===== config.mk =====
export PLATFORM = sky130hd
export DESIGN_NAME = brs_unit
export DESIGN_NICKNAME = d
export VERILOG_FILES = /design/src/rtl/brs_pkg.sv /design/src/rtl/brs_target.sv /design/src/rtl/brs_stack.sv /design/src/rtl/brs_unit.sv
export SDC_FILE = /design/constraint.sdc
export NUM_CORES = 1
export LEC_CHECK = 0
export BUFFER_PORTS_ARGS = -buffer_cell sky130_fd_sc_hd__buf_2
export CAP_MARGIN = 20
export CORE_ASPECT_RATIO = 1.1
export CORE_MARGIN = 10
export CORE_UTILIZATION = 50
export CTS_CLUSTER_SIZE = 24
export DETAILED_ROUTE_END_ITERATION = 8
export PLACE_DENSITY_LB_ADDON = 0.2
export SETUP_SLACK_MARGIN = 0.3
export SYNTH_ARGS = -nofsm -noshare
export SYNTH_HDL_FRONTEND = slang
export SYNTH_SLANG_ARGS = --single-unit

===== constraint.sdc =====
create_clock -name clk -period 4.83 [get_ports clk]
set_input_delay 0.7245 -clock clk [delete_from_list [all_inputs] [get_ports clk]]
set_output_delay 0.7245 -clock clk [all_outputs]
set_load 0.05 [all_outputs]

===== src/rtl/brs_pkg.sv =====
`timescale 1ns/1ps
package brs_pkg;
   localparam int PC_W      = 20;
   localparam int STK_DEPTH = 8;

   typedef enum logic [4:0] {
      OP_SEQ    = 5'd0,
      OP_BRC    = 5'd1,
      OP_JR3    = 5'd2,
      OP_JR4    = 5'd3,
      OP_CR3    = 5'd4,
      OP_CR4    = 5'd5,
      OP_JABS   = 5'd6,
      OP_CABS   = 5'd7,
      OP_JIND   = 5'd8,
      OP_XPC    = 5'd9,
      OP_RET    = 5'd10,
      OP_RET_SC = 5'd11,
      OP_RET_CC = 5'd12,
      OP_RET_XM = 5'd13,
      OP_RET_IE = 5'd14,
      OP_PUSHR  = 5'd15,
      OP_POPR   = 5'd16
   } brs_op_e;
endpackage


===== src/rtl/brs_target.sv =====
`timescale 1ns/1ps
// Candidate targets for every relative class; the adders wrap at W bits.
module brs_target #(
   parameter int W = 20
) (
   input  logic [W-1:0] pc,
   input  logic [3:0]   len,
   input  logic [3:0]   ofs_pos,
   input  logic [W-1:0] ofs,
   output logic [W-1:0] t_seq,
   output logic [W-1:0] t_brc,
   output logic [W-1:0] t_jr3,
   output logic [W-1:0] t_jr4,
   output logic [W-1:0] t_cr3,
   output logic [W-1:0] t_cr4
);
   if (W < 16) begin : g_bad_width
      $error("brs_target: W must hold a 16-bit offset");
   end

   logic [W-1:0] sx8, sx12, sx16;

   always_comb begin
      sx8   = {{(W-8){ofs[7]}},   ofs[7:0]};
      sx12  = {{(W-12){ofs[11]}}, ofs[11:0]};
      sx16  = {{(W-16){ofs[15]}}, ofs[15:0]};
      t_seq = pc + W'(len);
      t_brc = pc + W'(ofs_pos) + sx8;
      t_jr3 = pc + W'(1) + sx12;
      t_jr4 = pc + W'(2) + sx16;
      t_cr3 = pc + W'(4) + sx12;
      t_cr4 = pc + W'(6) + sx16;
   end
endmodule


===== src/rtl/brs_stack.sv =====
`timescale 1ns/1ps
// Circular return stack: overflow overwrites the oldest slot, underflow reads zero.
module brs_stack #(
   parameter int W     = 20,
   parameter int DEPTH = 8,
   localparam int PW   = $clog2(DEPTH),
   localparam int CW   = $clog2(DEPTH + 1)
) (
   input  logic               clk,
   input  logic               rst_n,
   input  logic               push,
   input  logic               pop,
   input  logic [W-1:0]       push_data,
   output logic [W-1:0]       pop_data,
   output logic [CW-1:0]      depth,
   output logic [DEPTH*W-1:0] flat
);
   if (DEPTH < 2 || (DEPTH & (DEPTH - 1)) != 0) begin : g_bad_depth
      $error("brs_stack: DEPTH must be a power of two of at least 2");
   end

   logic [W-1:0]  mem [DEPTH];
   logic [PW-1:0] wp;
   logic          empty, full;

   assign empty    = (depth == '0);
   assign full     = (depth == CW'(DEPTH));
   assign pop_data = empty ? '0 : mem[wp - PW'(1)];

   always_ff @(posedge clk) begin
      if (!rst_n) begin
         wp    <= '0;
         depth <= '0;
         for (int i = 0; i < DEPTH; i++) mem[i] <= '0;
      end else if (push) begin
         mem[wp] <= push_data;
         wp      <= wp + PW'(1);
         if (!full) depth <= depth + CW'(1);
      end else if (pop && !empty) begin
         wp    <= wp - PW'(1);
         depth <= depth - CW'(1);
      end
   end

   for (genvar i = 0; i < DEPTH; i++) begin : g_view
      logic [PW-1:0] idx;
      assign idx = wp - PW'(i + 1);
      assign flat[i*W +: W] = (CW'(i) < depth) ? mem[idx] : '0;
   end

   assert_depth_bound_R10: assert property (@(posedge clk) disable iff (!rst_n)
      depth <= CW'(DEPTH));
   assert_full_push_saturates_R10: assert property (@(posedge clk) disable iff (!rst_n)
      (full && push) |=> (depth == CW'(DEPTH)));
   assert_empty_pop_holds_R11: assert property (@(posedge clk) disable iff (!rst_n)
      (empty && pop && !push) |=> (depth == '0));
   assert_push_lands_on_top_R4: assert property (@(posedge clk) disable iff (!rst_n)
      push |=> (flat[W-1:0] == $past(push_data)));
endmodule


===== src/rtl/brs_unit.sv =====
`timescale 1ns/1ps
module brs_unit
   import brs_pkg::*;
#(
   parameter int PCW   = brs_pkg::PC_W,
   parameter int DEPTH = brs_pkg::STK_DEPTH,
   localparam int CW   = $clog2(DEPTH + 1)
) (
   input  logic               clk,
   input  logic               rst_n,
   input  logic               op_valid,
   input  logic [4:0]         op_code,
   input  logic [PCW-1:0]     pc_in,
   input  logic [3:0]         len_in,
   input  logic [3:0]         ofs_pos_in,
   input  logic               cond_in,
   input  logic [PCW-1:0]     ofs_in,
   input  logic [PCW-1:0]     reg_in,
   input  logic [PCW-1:0]     mem_in,
   output logic [PCW-1:0]     next_pc,
   output logic [PCW-1:0]     reg_out,
   output logic               reg_we,
   output logic               carry_set,
   output logic               carry_clr,
   output logic               xm_set,
   output logic               int_en,
   output logic [CW-1:0]      stk_depth,
   output logic [DEPTH*PCW-1:0] stk_flat
);
   logic [PCW-1:0] t_seq, t_brc, t_jr3, t_jr4, t_cr3, t_cr4;
   logic [PCW-1:0] pop_data, push_data;
   logic           push, pop;
   brs_op_e        op;

   assign op = brs_op_e'(op_code);

   brs_target #(.W(PCW)) u_tgt (
      .pc(pc_in), .len(len_in), .ofs_pos(ofs_pos_in), .ofs(ofs_in),
      .t_seq(t_seq), .t_brc(t_brc), .t_jr3(t_jr3), .t_jr4(t_jr4),
      .t_cr3(t_cr3), .t_cr4(t_cr4)
   );

   brs_stack #(.W(PCW), .DEPTH(DEPTH)) u_stk (
      .clk(clk), .rst_n(rst_n), .push(push), .pop(pop),
      .push_data(push_data), .pop_data(pop_data),
      .depth(stk_depth), .flat(stk_flat)
   );

   always_comb begin
      next_pc   = t_seq;
      reg_out   = '0;
      reg_we    = 1'b0;
      push      = 1'b0;
      pop       = 1'b0;
      push_data = t_seq;
      carry_set = 1'b0;
      carry_clr = 1'b0;
      xm_set    = 1'b0;
      int_en    = 1'b0;
      if (op_valid) begin
         case (op)
            OP_BRC: if (cond_in) begin
               if (ofs_in[7:0] == 8'h00) begin
                  pop     = 1'b1;
                  next_pc = pop_data;
               end else begin
                  next_pc = t_brc;
               end
            end
            OP_JR3:  next_pc = t_jr3;
            OP_JR4:  next_pc = t_jr4;
            OP_CR3:  begin next_pc = t_cr3;  push = 1'b1; end
            OP_CR4:  begin next_pc = t_cr4;  push = 1'b1; end
            OP_JABS: next_pc = ofs_in;
            OP_CABS: begin next_pc = ofs_in; push = 1'b1; end
            OP_JIND: next_pc = mem_in;
            OP_XPC:  begin next_pc = reg_in; reg_out = t_seq; reg_we = 1'b1; end
            OP_RET, OP_RET_SC, OP_RET_CC, OP_RET_XM, OP_RET_IE: begin
               pop       = 1'b1;
               next_pc   = pop_data;
               carry_set = (op == OP_RET_SC);
               carry_clr = (op == OP_RET_CC);
               xm_set    = (op == OP_RET_XM);
               int_en    = (op == OP_RET_IE);
            end
            OP_PUSHR: begin push = 1'b1; push_data = reg_in; end
            OP_POPR:  begin pop = 1'b1; reg_out = pop_data; reg_we = 1'b1; end
            default: ;
         endcase
      end
   end

   assert_strobes_exclusive_R8: assert property (@(posedge clk) disable iff (!rst_n)
      $onehot0({carry_set, carry_clr, xm_set, int_en}));
   assert_idle_keeps_stack_R14: assert property (@(posedge clk) disable iff (!rst_n)
      !op_valid |=> $stable(stk_depth));
   assert_idle_no_write_R14: assert property (@(posedge clk) disable iff (!rst_n)
      !op_valid |-> !reg_we);
   assert_call_grows_stack_R4: assert property (@(posedge clk) disable iff (!rst_n)
      (op_valid && (op == OP_CR3 || op == OP_CR4) && stk_depth < CW'(DEPTH))
      |=> (stk_depth == $past(stk_depth) + CW'(1)));
endmodule


Word-level counts from Yosys, hierarchy flattened
Memories as Yosys holds them, arrays and structs flattened. A register that Yosys moved wholly into a read port is not among the register bits.
Cells that the tools add are included.
{"block": "word_totals", "word_cells": 109, "ff_bits": 7, "inputBits": 97, "latchBits": 0, "mem_bits_ro": 0, "memories": 1, "out_inout_bits": 209, "ramBits": 160}
{"memory": "u_stk.mem", "words": 8, "width": 20, "read_ports": 8, "rd_clocked_by_memory_dff": 1, "wr": 8, "line": "brs_stack.sv:22", "source": "logic [W-1:0] mem [DEPTH];"}
{"block": "op_classes", "div": 0, "n_addsub": 21, "n_reduce_logical": 12, "mux": 47, "shift": 0, "bitwise": 0, "order_cmp": 8, "multipliers": 0, "eq_ne": 18}
{"cell": "$mux W20", "count": 16}
{"cell": "$pmux W20 S9", "count": 1}
{"cell": "$add A20 B20 Y20", "count": 5}
{"cell": "$add A20 B3 Y20 const B", "count": 2}
{"cell": "$add A20 B4 Y20", "count": 2}
{"cell": "$eq A5 B4 Y1 const B", "count": 8}
{"cell": "$pmux W20 S2", "count": 1}
{"cell": "$add A20 B1 Y20 const B", "count": 1}
{"cell": "$add A20 B2 Y20 const B", "count": 1}
{"cell": "$eq A5 B3 Y1 const B", "count": 4}
{"cell": "$mux W1", "count": 20}
{"cell": "$reduce_or A20 Y1", "count": 1}
{"cell": "$lt A3 B4 Y1 const A", "count": 4}
{"cell": "$mux W3", "count": 5}
{"cell": "$mux W4", "count": 3}
{"cell": "$sub A3 B3 Y3 const B", "count": 4}
{"cell": "$eq A5 B2 Y1 const B", "count": 2}
{"cell": "$logic_not A8 Y1", "count": 1}
{"cell": "$lt A1 B4 Y1 const A", "count": 2}
{"cell": "$lt A2 B4 Y1 const A", "count": 2}
{"cell": "$reduce_or A6 Y1", "count": 1}
{"cell": "$sub A3 B2 Y3 const B", "count": 2}
{"cell": "$eq A5 B1 Y1 const B", "count": 1}
{"cell": "$eq A5 B5 Y1 const B", "count": 1}
{"cell": "15 further kinds", "count": 16}

Logic depth before layout (Yosys ltp)
Gate-level depths: netlist of the first run.
{"block": "logic_depth", "word_depth": 10, "ltp_mapped": 16, "depth_no_buf": 13}

Cells and area by module
A second synthesis of the first run with hierarchy kept.
{"block": "unflattened", "cells_unflattened": 2060, "hier_area_um2": 21132.8}
{"module": "brs_stack", "instances": 1, "seq_area_each_um2": 5004.8, "cells_per_inst": 1039, "area_per_inst_um2": 13615.6}
{"module": "brs_target", "instances": 1, "seq_area_each_um2": 0.0, "cells_per_inst": 600, "area_per_inst_um2": 4658.2}
{"module": "brs_unit", "instances": 1, "seq_area_each_um2": 0.0, "cells_per_inst": 421, "area_per_inst_um2": 2859.0}

Worst setup path after synthesis of the first run
Ideal clock, no wire load.
{"block": "synth_timing", "path_type": "flip-flop to output port", "from": "register u_stk.wp[0]", "to": "output next_pc[0]", "t_required_ns": 4.106, "stages_incl_launch_ff": 16, "slack_ns": -0.610, "arrival_time_ns": 4.716, "path_cell_list": "dfxtp_1 > buf_4 > buf_4 > buf_4 > buf_2 > inv_1 > ha_1 > buf_2 > buf_2 > mux4_2 > nand2_1 > a21oi_1 > nand2_1 > a31oi_1 > a221oi_1 > o21ai_0"}
{"block": "synth_between", "elab_chain_cells": 7}
{"element": "from (decl)", "line": "brs_stack.sv:23", "source": "logic [PW-1:0] wp;"}
{"element": "from (signal assigned)", "line": "brs_stack.sv:37", "source": "wp <= wp + PW'(1);"}
{"element": "from (signal assigned)", "line": "brs_stack.sv:40", "source": "wp <= wp - PW'(1);"}
{"element": "$sub A3 B1 Y3 *", "line": "brs_stack.sv:28", "source": "assign pop_data = empty ? '0 : mem[wp - PW'(1)];"}
{"element": "$mem_v2 Z8 W20 *"}
{"element": "$mux W20 *", "line": "brs_stack.sv:28"}
{"element": "$mux W20", "line": "brs_unit.sv:63", "source": "if (ofs_in[7:0] == 8'h00) begin"}
{"element": "$mux W20", "line": "brs_unit.sv:62", "source": "OP_BRC: if (cond_in) begin"}
{"element": "$pmux W20 S9 *", "line": "brs_unit.sv:61", "source": "case (op)"}
{"element": "$mux W20 *", "line": "brs_unit.sv:60", "source": "if (op_valid) begin"}
{"element": "to (decl)", "line": "brs_unit.sv:20", "source": "output logic [PCW-1:0] next_pc,"}
Every way passes the cells marked *; elsewhere a longest branch is shown, timed or not.

Final worst setup path of the first run
{"block": "layout_timing", "from": "input pc_in[7]", "to": "output next_pc[19]"}
{"block": "layout_between", "elab_chain_cells": 6, "elab_cells_between_ends": 15, "classes_between": "add/sub: 11; mux: 4"}
{"element": "from (decl)", "line": "brs_unit.sv:13", "source": "input logic [PCW-1:0] pc_in,"}
{"element": "$add A20 B4 Y20", "line": "brs_target.sv:28", "source": "t_brc = pc + W'(ofs_pos) + sx8;"}
{"element": "$add A20 B20 Y20", "line": "brs_target.sv:28"}
{"element": "$mux W20", "line": "brs_unit.sv:63"}
{"element": "$mux W20", "line": "brs_unit.sv:62"}
{"element": "$pmux W20 S9", "line": "brs_unit.sv:61"}
{"element": "$mux W20 *", "line": "brs_unit.sv:60"}
Marked as above.

==> results of run 1 <==
-- worst paths after layout --
kind,cells after the start,slack (ps),endpoint,startpoint
worst max-delay path,14,240,next_pc[19],pc_in[7]
worst min-delay path,3,680,u_stk.wp[1],rst_n
worst max register to register,8,2270,u_stk.depth[2],u_stk.depth[1]
worst min register to register,3,760,u_stk.depth[0],u_stk.depth[0]
-- area by class of cell --
type	instances	area (sq um)	area share
Multi-Input combinational cell	1797	15440	0.6011
Sequential cell	170	5015	0.1952
Timing Repair Buffer	593	3886	0.1513
Tap cell	513	641.9	0.02498
Clock buffer	17	425.4	0.01656
Inverter	38	142.6	0.005552
Clock inverter	14	138.9	0.005406
-- cells by family after synthesis --
family	count (synthesis)	synth area share
XOR/XNOR	81	0.03500
adder cells (fa/ha/maj)	123	0.08467
AND/OR/NAND/NOR	831	0.1776
AO/OA/AOI/OAI	481	0.1555
flip-flops	170	0.2443
multiplexers	281	0.2596
buffers and inverters	206	0.04337
-- critical path, stage by stage --
cell,delay [ps]
buf_2,150
ha_1,250
fa_2,630
buf_4,150
and4_4,250
o31ai_4,110
a211oi_4,330
buf_4,170
nor3_4,40
o21ai_2,170
xnor2_1,120
o211a_1,280
a221oi_4,290
buf_6,210
-- what timing repair did --
item                       4_1_cts  5_1_grt
pin swaps                       40       36
setup endpoints to repair       13       16
resized for setup               72       50
buffers inserted                20       14
-- where the power goes --
group | total (W) | switching [W] | internal (W)
Clock | 0.00133 | 0.000611 | 0.000718
Sequential | 0.00179 | 0.000113 | 0.00167
Combinational | 0.00416 | 0.00251 | 0.00165
-- metrics by stage --
step	hold WS [ps]	setup slack, ps	instance area (sq um)	instances	util
after floorplan	751.9	115.2	20800	2173	-
after global placement	712.2	-238.0	24320	3077	0.6026
after detailed placement	746.7	-338.7	24320	3077	0.6026
after CTS	655.2	257.5	25350	3128	0.6281
after global routing	695.4	182.9	25690	3142	0.6365
final	683.2	235.8	25690	3142	0.6365
-- per-layer routing --
layer / part of all wire / vias to the layer above / wire length (um)
li1: - / 9086 / -
met4: 0.065 / 0 / 6219
met5: 0 / - / 0
met2: 0.48 / 1669 / 45980
met1: 0.34 / 10507 / 32610
met3: 0.11 / 301 / 10260
-- sequential cells by signal (all words and copies together), names as in the netlist, named ones only --
signal / cells
u_stk.depth: 4
u_stk.wp: 3
u_stk.mem: 160
-- cell usage in the layout (no fill, tap or decap), types with 12 or more instances in the layout --
cell and instances:
a21o_1 16, a21oi_1 107, a21oi_2 55, a22oi_1 32
a31oi_1 28, and2_1 21, and3_1 13, buf_2 291
buf_4 272, buf_6 18, clkbuf_16 17, edfxtp_1 160
fa_1 14, fa_2 12, ha_1 86, inv_1 35
mux2i_1 79, mux4_2 200, nand2_1 351, nand3_1 37
nand4_1 17, nor2_1 269, nor2b_1 40, nor3_1 16
o211ai_1 17, o21ai_0 38, o21ai_1 23, xnor2_1 47
xor2_1 26
==> metrics.log, run 1 <==
[metrics] result of the run: finished clean
[metrics] GRT Residual Overflow: 0
[metrics] max_slew headroom: 0.2832
[metrics] largest area contributor in the netlist: edfxtp_1
[metrics] period utilization: 0.9512
[metrics] total wirelength of the detailed-routed design: 95.07 mm
[metrics] met2 layer usage reported by global route: 0.6326
[metrics] horizontal die dimension: 213.0 um
[metrics] post-route total power: 0.007273 W
[metrics] top_reg_cell synth: edfxtp_1
[metrics] Post-Syn Instances: 2,173
[metrics] Net Count, Synth: 2,393
[metrics] met1 track demand over resource in global routing: 0.4373
[metrics] number of storage elements in the synthesis netlist: 170
[metrics] number of enable flip-flop cells after synthesis: 160
[metrics] area of the mapped netlist: 0.02048 sq mm
[metrics] later-pin clock latency in the skew report: 460 ps
[metrics] Required @ worst endpoint: 4110 ps
[metrics] critical path class: in2out
[metrics] total count of hold-check failures in the final report: 0
[metrics] buffer levels on the longest clock path: 2
[metrics] crit path DAT: 3870 ps
[metrics] Power per Cell Area: 283.1 mW/mm^2
[metrics] final number of setup-violating endpoints: 0
[metrics] hpwl dp: 74.20 mm
[metrics] number of distinct library cells after synthesis: 92
[metrics] Detail Route Antenna Nets: 0
[metrics] iteration-0 DRC count of the detailed router: 3,033
[metrics] cts hold-fix bufs: 0
[metrics] routed vias: 21,563
[metrics] Sinks on Clock Net: 170
[metrics] category of the worst setup path capture point: primary output
[metrics] Leak Pwr: 10.19 nW
[metrics] Clock Skews: 11.08 ps
[metrics] mean area per synthesized cell: 9.426 sq um
[metrics] count of unresolved DRC violations after routing: 0
[metrics] total negative setup slack: 0 ps
[metrics] ranking of synthesized cells by area: edfxtp_1 (23%), mux4_2 (22%), nand2_1 (6.4%)
[metrics] Pre-antenna DRT Iters: 9
[metrics] full die area: 0.04947 sq mm
[metrics] number of global-route vias before repair: 21,159
[metrics] maximum vdd drop: 0.2665 mV
[metrics] critical path peak fanout: 7
[metrics] vertical die dimension: 232.3 um
[metrics] total routing usage reported by global routing: 0.3728
[metrics] worst min-delay path category: in2reg
[metrics] number of buffer cells added on primary ports: 305
[metrics] Warnings, synthesis: 0
[metrics] count of maximum capacitance violations: 0
[metrics] nature of the critical path startpoint: input port
[metrics] number of nets in the final layout: 2,837
[metrics] Antenna Diode Count: 0
[metrics] final worst path period need: 4594 ps
[metrics] M3 GR Usage: 0.06884
[metrics] most frequent cells after synthesis: nand2_1 (351), nor2_1 (272), mux4_2 (200), a21oi_1 (172), edfxtp_1 (160)
[metrics] proportion of netlist area held by the largest area contributor: 0.2346
[metrics] drt wl/cell: 30.26 um
[metrics] final slew viol count: 0
[metrics] busiest layer in global routing: met2
[metrics] fill cell count: 3,318
[metrics] largest net degree at the start of global routing: 82
[metrics] initial standard-cell utilization of the core: 0.5074
[metrics] TritonCTS clock tree: yes
[metrics] layout cell share with drive strength beyond 1: 0.3827
[metrics] unrepaired setup endpoints after global routing: true
[metrics] placeable core region: 0.04037 sq mm
[metrics] share of synthesized area occupied by flip-flops and latches: 0.2443
[metrics] clock tree root buffer cell: clkbuf_16
[metrics] num ports: 306
[metrics] layout overhead on the synthesized area: 25.44%
[metrics] antenna violations before repair: 2
[metrics] total number of H-tree levels: 4
[metrics] Max Clk Rate: 0.2177 GHz
[metrics] most numerous cell in the Yosys netlist: nand2_1
[metrics] Avg Vias per Cell: 6.863
[metrics] global-route wire length before repair: 136.6 mm
[metrics] proportion of register bits with asynchronous set or reset after synthesis: 0
[metrics] CTS clock-pin slew for the worst setup and hold paths: 60 ps
[metrics] Worst-Margin Slew: 1074 ps
[metrics] Final Wtd Congestion: 1.056
[metrics] number of rows created at floorplan: 77
[metrics] CTS buffer count: 17
Power figures use the tool's default switching activity.
==> run 2, diff against run 1 <==
--- a/config.mk
+++ b/config.mk
@@ -9,7 +9,7 @@
 export CAP_MARGIN = 20
 export CORE_ASPECT_RATIO = 1.1
 export CORE_MARGIN = 10
-export CORE_UTILIZATION = 50
+export CORE_UTILIZATION = 60
 export CTS_CLUSTER_SIZE = 24
 export DETAILED_ROUTE_END_ITERATION = 8
 export PLACE_DENSITY_LB_ADDON = 0.2
==> constraint.sdc (replaced) <==
create_clock -name clk -period 5.25 [get_ports clk]
set_input_delay 0.7875 -clock clk [delete_from_list [all_inputs] [get_ports clk]]
set_output_delay 0.7875 -clock clk [all_outputs]
set_load 0.05 [all_outputs]
==> metrics.log, run 2 (synthesis results as in run 1) <==
[metrics] result of the run: finished clean
[metrics] horizontal die dimension: 196.2 um (-7.9%)
[metrics] Worst-Margin Slew: 1122 ps (+48.06 ps)
[metrics] number of global-route vias before repair: 21,367 (+0.98%)
[metrics] Leak Pwr: 9.368 nW (-8.0%)
[metrics] internal power contribution: 0.003536 W (-12%)
[metrics] Largest regs: u_stk.mem x160, u_stk.depth x4, u_stk.wp x3
[metrics] portion of total power attributed to combinational logic: 0.542 (-0.030)
[metrics] count of maximum capacitance violations: 0 (unchanged)
[metrics] full die area: 0.04194 sq mm (-15%)
[metrics] Max Clk Rate: 0.2027 GHz
[metrics] Sinks on Clock Net: 170 (unchanged)
[metrics] clock tree root buffer cell: clkbuf_16
[metrics] number of rows created at floorplan: 70 (-9.1%)
[metrics] crit path DAT: 4150 ps (+280 ps)
[metrics] most frequent standard cell in the layout excluding fill and tap cells: nand2_1
[metrics] Clock Skews: 12.95 ps (+1.870 ps)
[metrics] placeable core region: 0.03346 sq mm (-17%)
[metrics] routed vias: 21,611 (+0.22%)
[metrics] post-route core utilization: 0.7110 (+0.07457)
[metrics] vertical die dimension: 213.8 um (-8.0%)
[metrics] number of nets in the final layout: 2,676 (-5.7%)
[metrics] initial standard-cell utilization of the core: 0.6122 (+0.1048)
[metrics] iteration-0 DRC count of the detailed router: 3,359 (+11%)
[metrics] total wirelength of the detailed-routed design: 90.56 mm (-4.7%)
[metrics] Required @ worst endpoint: 4460 ps (+350 ps)
[metrics] drt wl/cell: 31.22 um (+3.2%)
[metrics] CTS clock-pin slew for the worst setup and hold paths: 70 ps (about the same)
[metrics] buffer levels on the longest clock path: 2 (unchanged)
[metrics] maximum vdd drop: 0.2994 mV (+12%)
[metrics] proportion of power drawn by flip-flops and latches: 0.262 (+0.017)
[metrics] switching power total: 0.002854 W (-12%)
[metrics] Avg Vias per Cell: 7.450 (+8.5%)
[metrics] sw frac: 0.4467 (+0.001500)
[metrics] CTS buffer count: 17 (unchanged)
[metrics] register with the most flip-flops: u_stk.mem
[metrics] count of unresolved DRC violations after routing: 0 (unchanged)
[metrics] Detail Route Antenna Nets: 0 (unchanged)
[metrics] period utilization: 0.9396
[metrics] final number of setup-violating endpoints: 0 (unchanged)
[metrics] global-route wire length before repair: 132.9 mm (-2.7%)
[metrics] Pre-antenna DRT Iters: 8 (-1)
[metrics] final worst path period need: 4933 ps
[metrics] num ports: 306 (unchanged)
[metrics] later-pin clock latency in the skew report: 450 ps (about the same)
[metrics] total negative setup slack: 0 ps (unchanged)
[metrics] Fin Hold WS: 722.3 ps (+39.10 ps)
[metrics] number of standard cells in the final layout excluding fillers: 2,901 (-7.7%)
[metrics] number of flip-flops in the largest register: 160 (unchanged)
[metrics] largest net degree at the start of global routing: 85 (+3.7%)
[metrics] GRT Residual Overflow: 0 (unchanged)
[metrics] final slew viol count: 0 (unchanged)
[metrics] leading cell types in the layout, fill and taps excluded: nand2_1 (350), buf_2 (302), nor2_1 (270)
[metrics] worst min-delay path category: reg2reg
[metrics] antenna violations before repair: 1 (-1)
[metrics] TritonCTS clock tree: yes
[metrics] cell total after placement: 2,852 (-7.3%)
[metrics] max_slew headroom: 0.2307 (-0.05246)
[metrics] Antenna Diode Count: 0 (unchanged)
[metrics] Power per Cell Area: 268.6 mW/mm^2 (-5.1%)
[metrics] layout overhead on the synthesized area: 16.15%
[metrics] category of the worst setup path capture point: primary output
[metrics] post-route total power: 0.006390 W (-12%)
[metrics] total count of hold-check failures in the final report: 0 (unchanged)
[metrics] unrepaired setup endpoints after global routing: false
[metrics] nature of the critical path startpoint: flop
[metrics] total number of H-tree levels: 4 (unchanged)
[metrics] Final Wtd Congestion: 1.086 (+2.8%)
[metrics] critical path peak fanout: 21 (+14)
[metrics] critical path class: reg2out
[metrics] number of buffer cells added on primary ports: 305 (unchanged)
[metrics] total routing usage reported by global routing: 0.4193 (+0.04657)
[metrics] clock group share of total power: 0.197 (+0.014)
[metrics] layout cell share with drive strength beyond 1: 0.3034 (-0.07929)
[metrics] hpwl dp: 67.25 mm (-9.4%)
==> run 2: per-layer routing <==
metal | share of wire | track usage | vias up
met3 | 0.15 | 0.1400 | 497
met1 | 0.31 | 0.4669 | 10207
met2 | 0.46 | 0.6742 | 2131
li1 | - | - | 8776
met4 | 0.080 | 0.2890 | 0
met5 | 0 | 0 | -
==> run 2: critical path, cell delays in order, from the launching register on <==
cell and delay [ps]:
dfxtp_4 570, inv_1 190, ha_4 460, mux4_2 560, mux2i_1 470, nor2_1 150
a21oi_1 250, nand3_1 220, a211oi_1 270, buf_4 190, a41oi_1 110, buf_2 240
==> run 2: stage by stage <==
step / setup WS (ps) / cell area [sq um]
floorplan: 124.3 / 20540
global placement: 132.0 / 22870
detailed placement: 130.0 / 22880
CTS: 263.9 / 23510
global route: 299.2 / 23790
finish: 317.0 / 23790
==> run 2: power groups by stage <==
stage	Clock (W)	Sequential [W]	Combinational, W
floorplan	0	0.00161	0.00237
global placement	0	0.00168	0.00320
detailed placement	0	0.00170	0.00326
CTS	0.00125	0.00167	0.00330
global route	0.00130	0.00168	0.00360
finish	0.00126	0.00167	0.00346
==> run 2: final timing paths <==
check,slack [ps],from,cells after the start,end
min reg2reg,720,u_stk.depth[3],2,u_stk.depth[3]
max,320,u_stk.wp[1],11,next_pc[18]
min,720,u_stk.depth[3],2,u_stk.depth[3]
max reg2reg,2240,u_stk.wp[2],7,u_stk.mem[2][2]
==> run 2: cell type report <==
class	instances	area, sq um
Clock buffer	21	470.5
Clock inverter	11	110.1
Fill cell	2519	9668
Inverter	38	142.6
Multi-Input combinational cell	1797	14880
Sequential cell	170	5016
Tap cell	432	540.5
Timing Repair Buffer	432	2625
==> run 2: what timing repair did <==
action	in CTS	in global routing
pin swaps	2	8
hold buffers	0	0
setup buffers	4	8
gates resized for setup	4	32
endpoints found under the setup margin	5	11
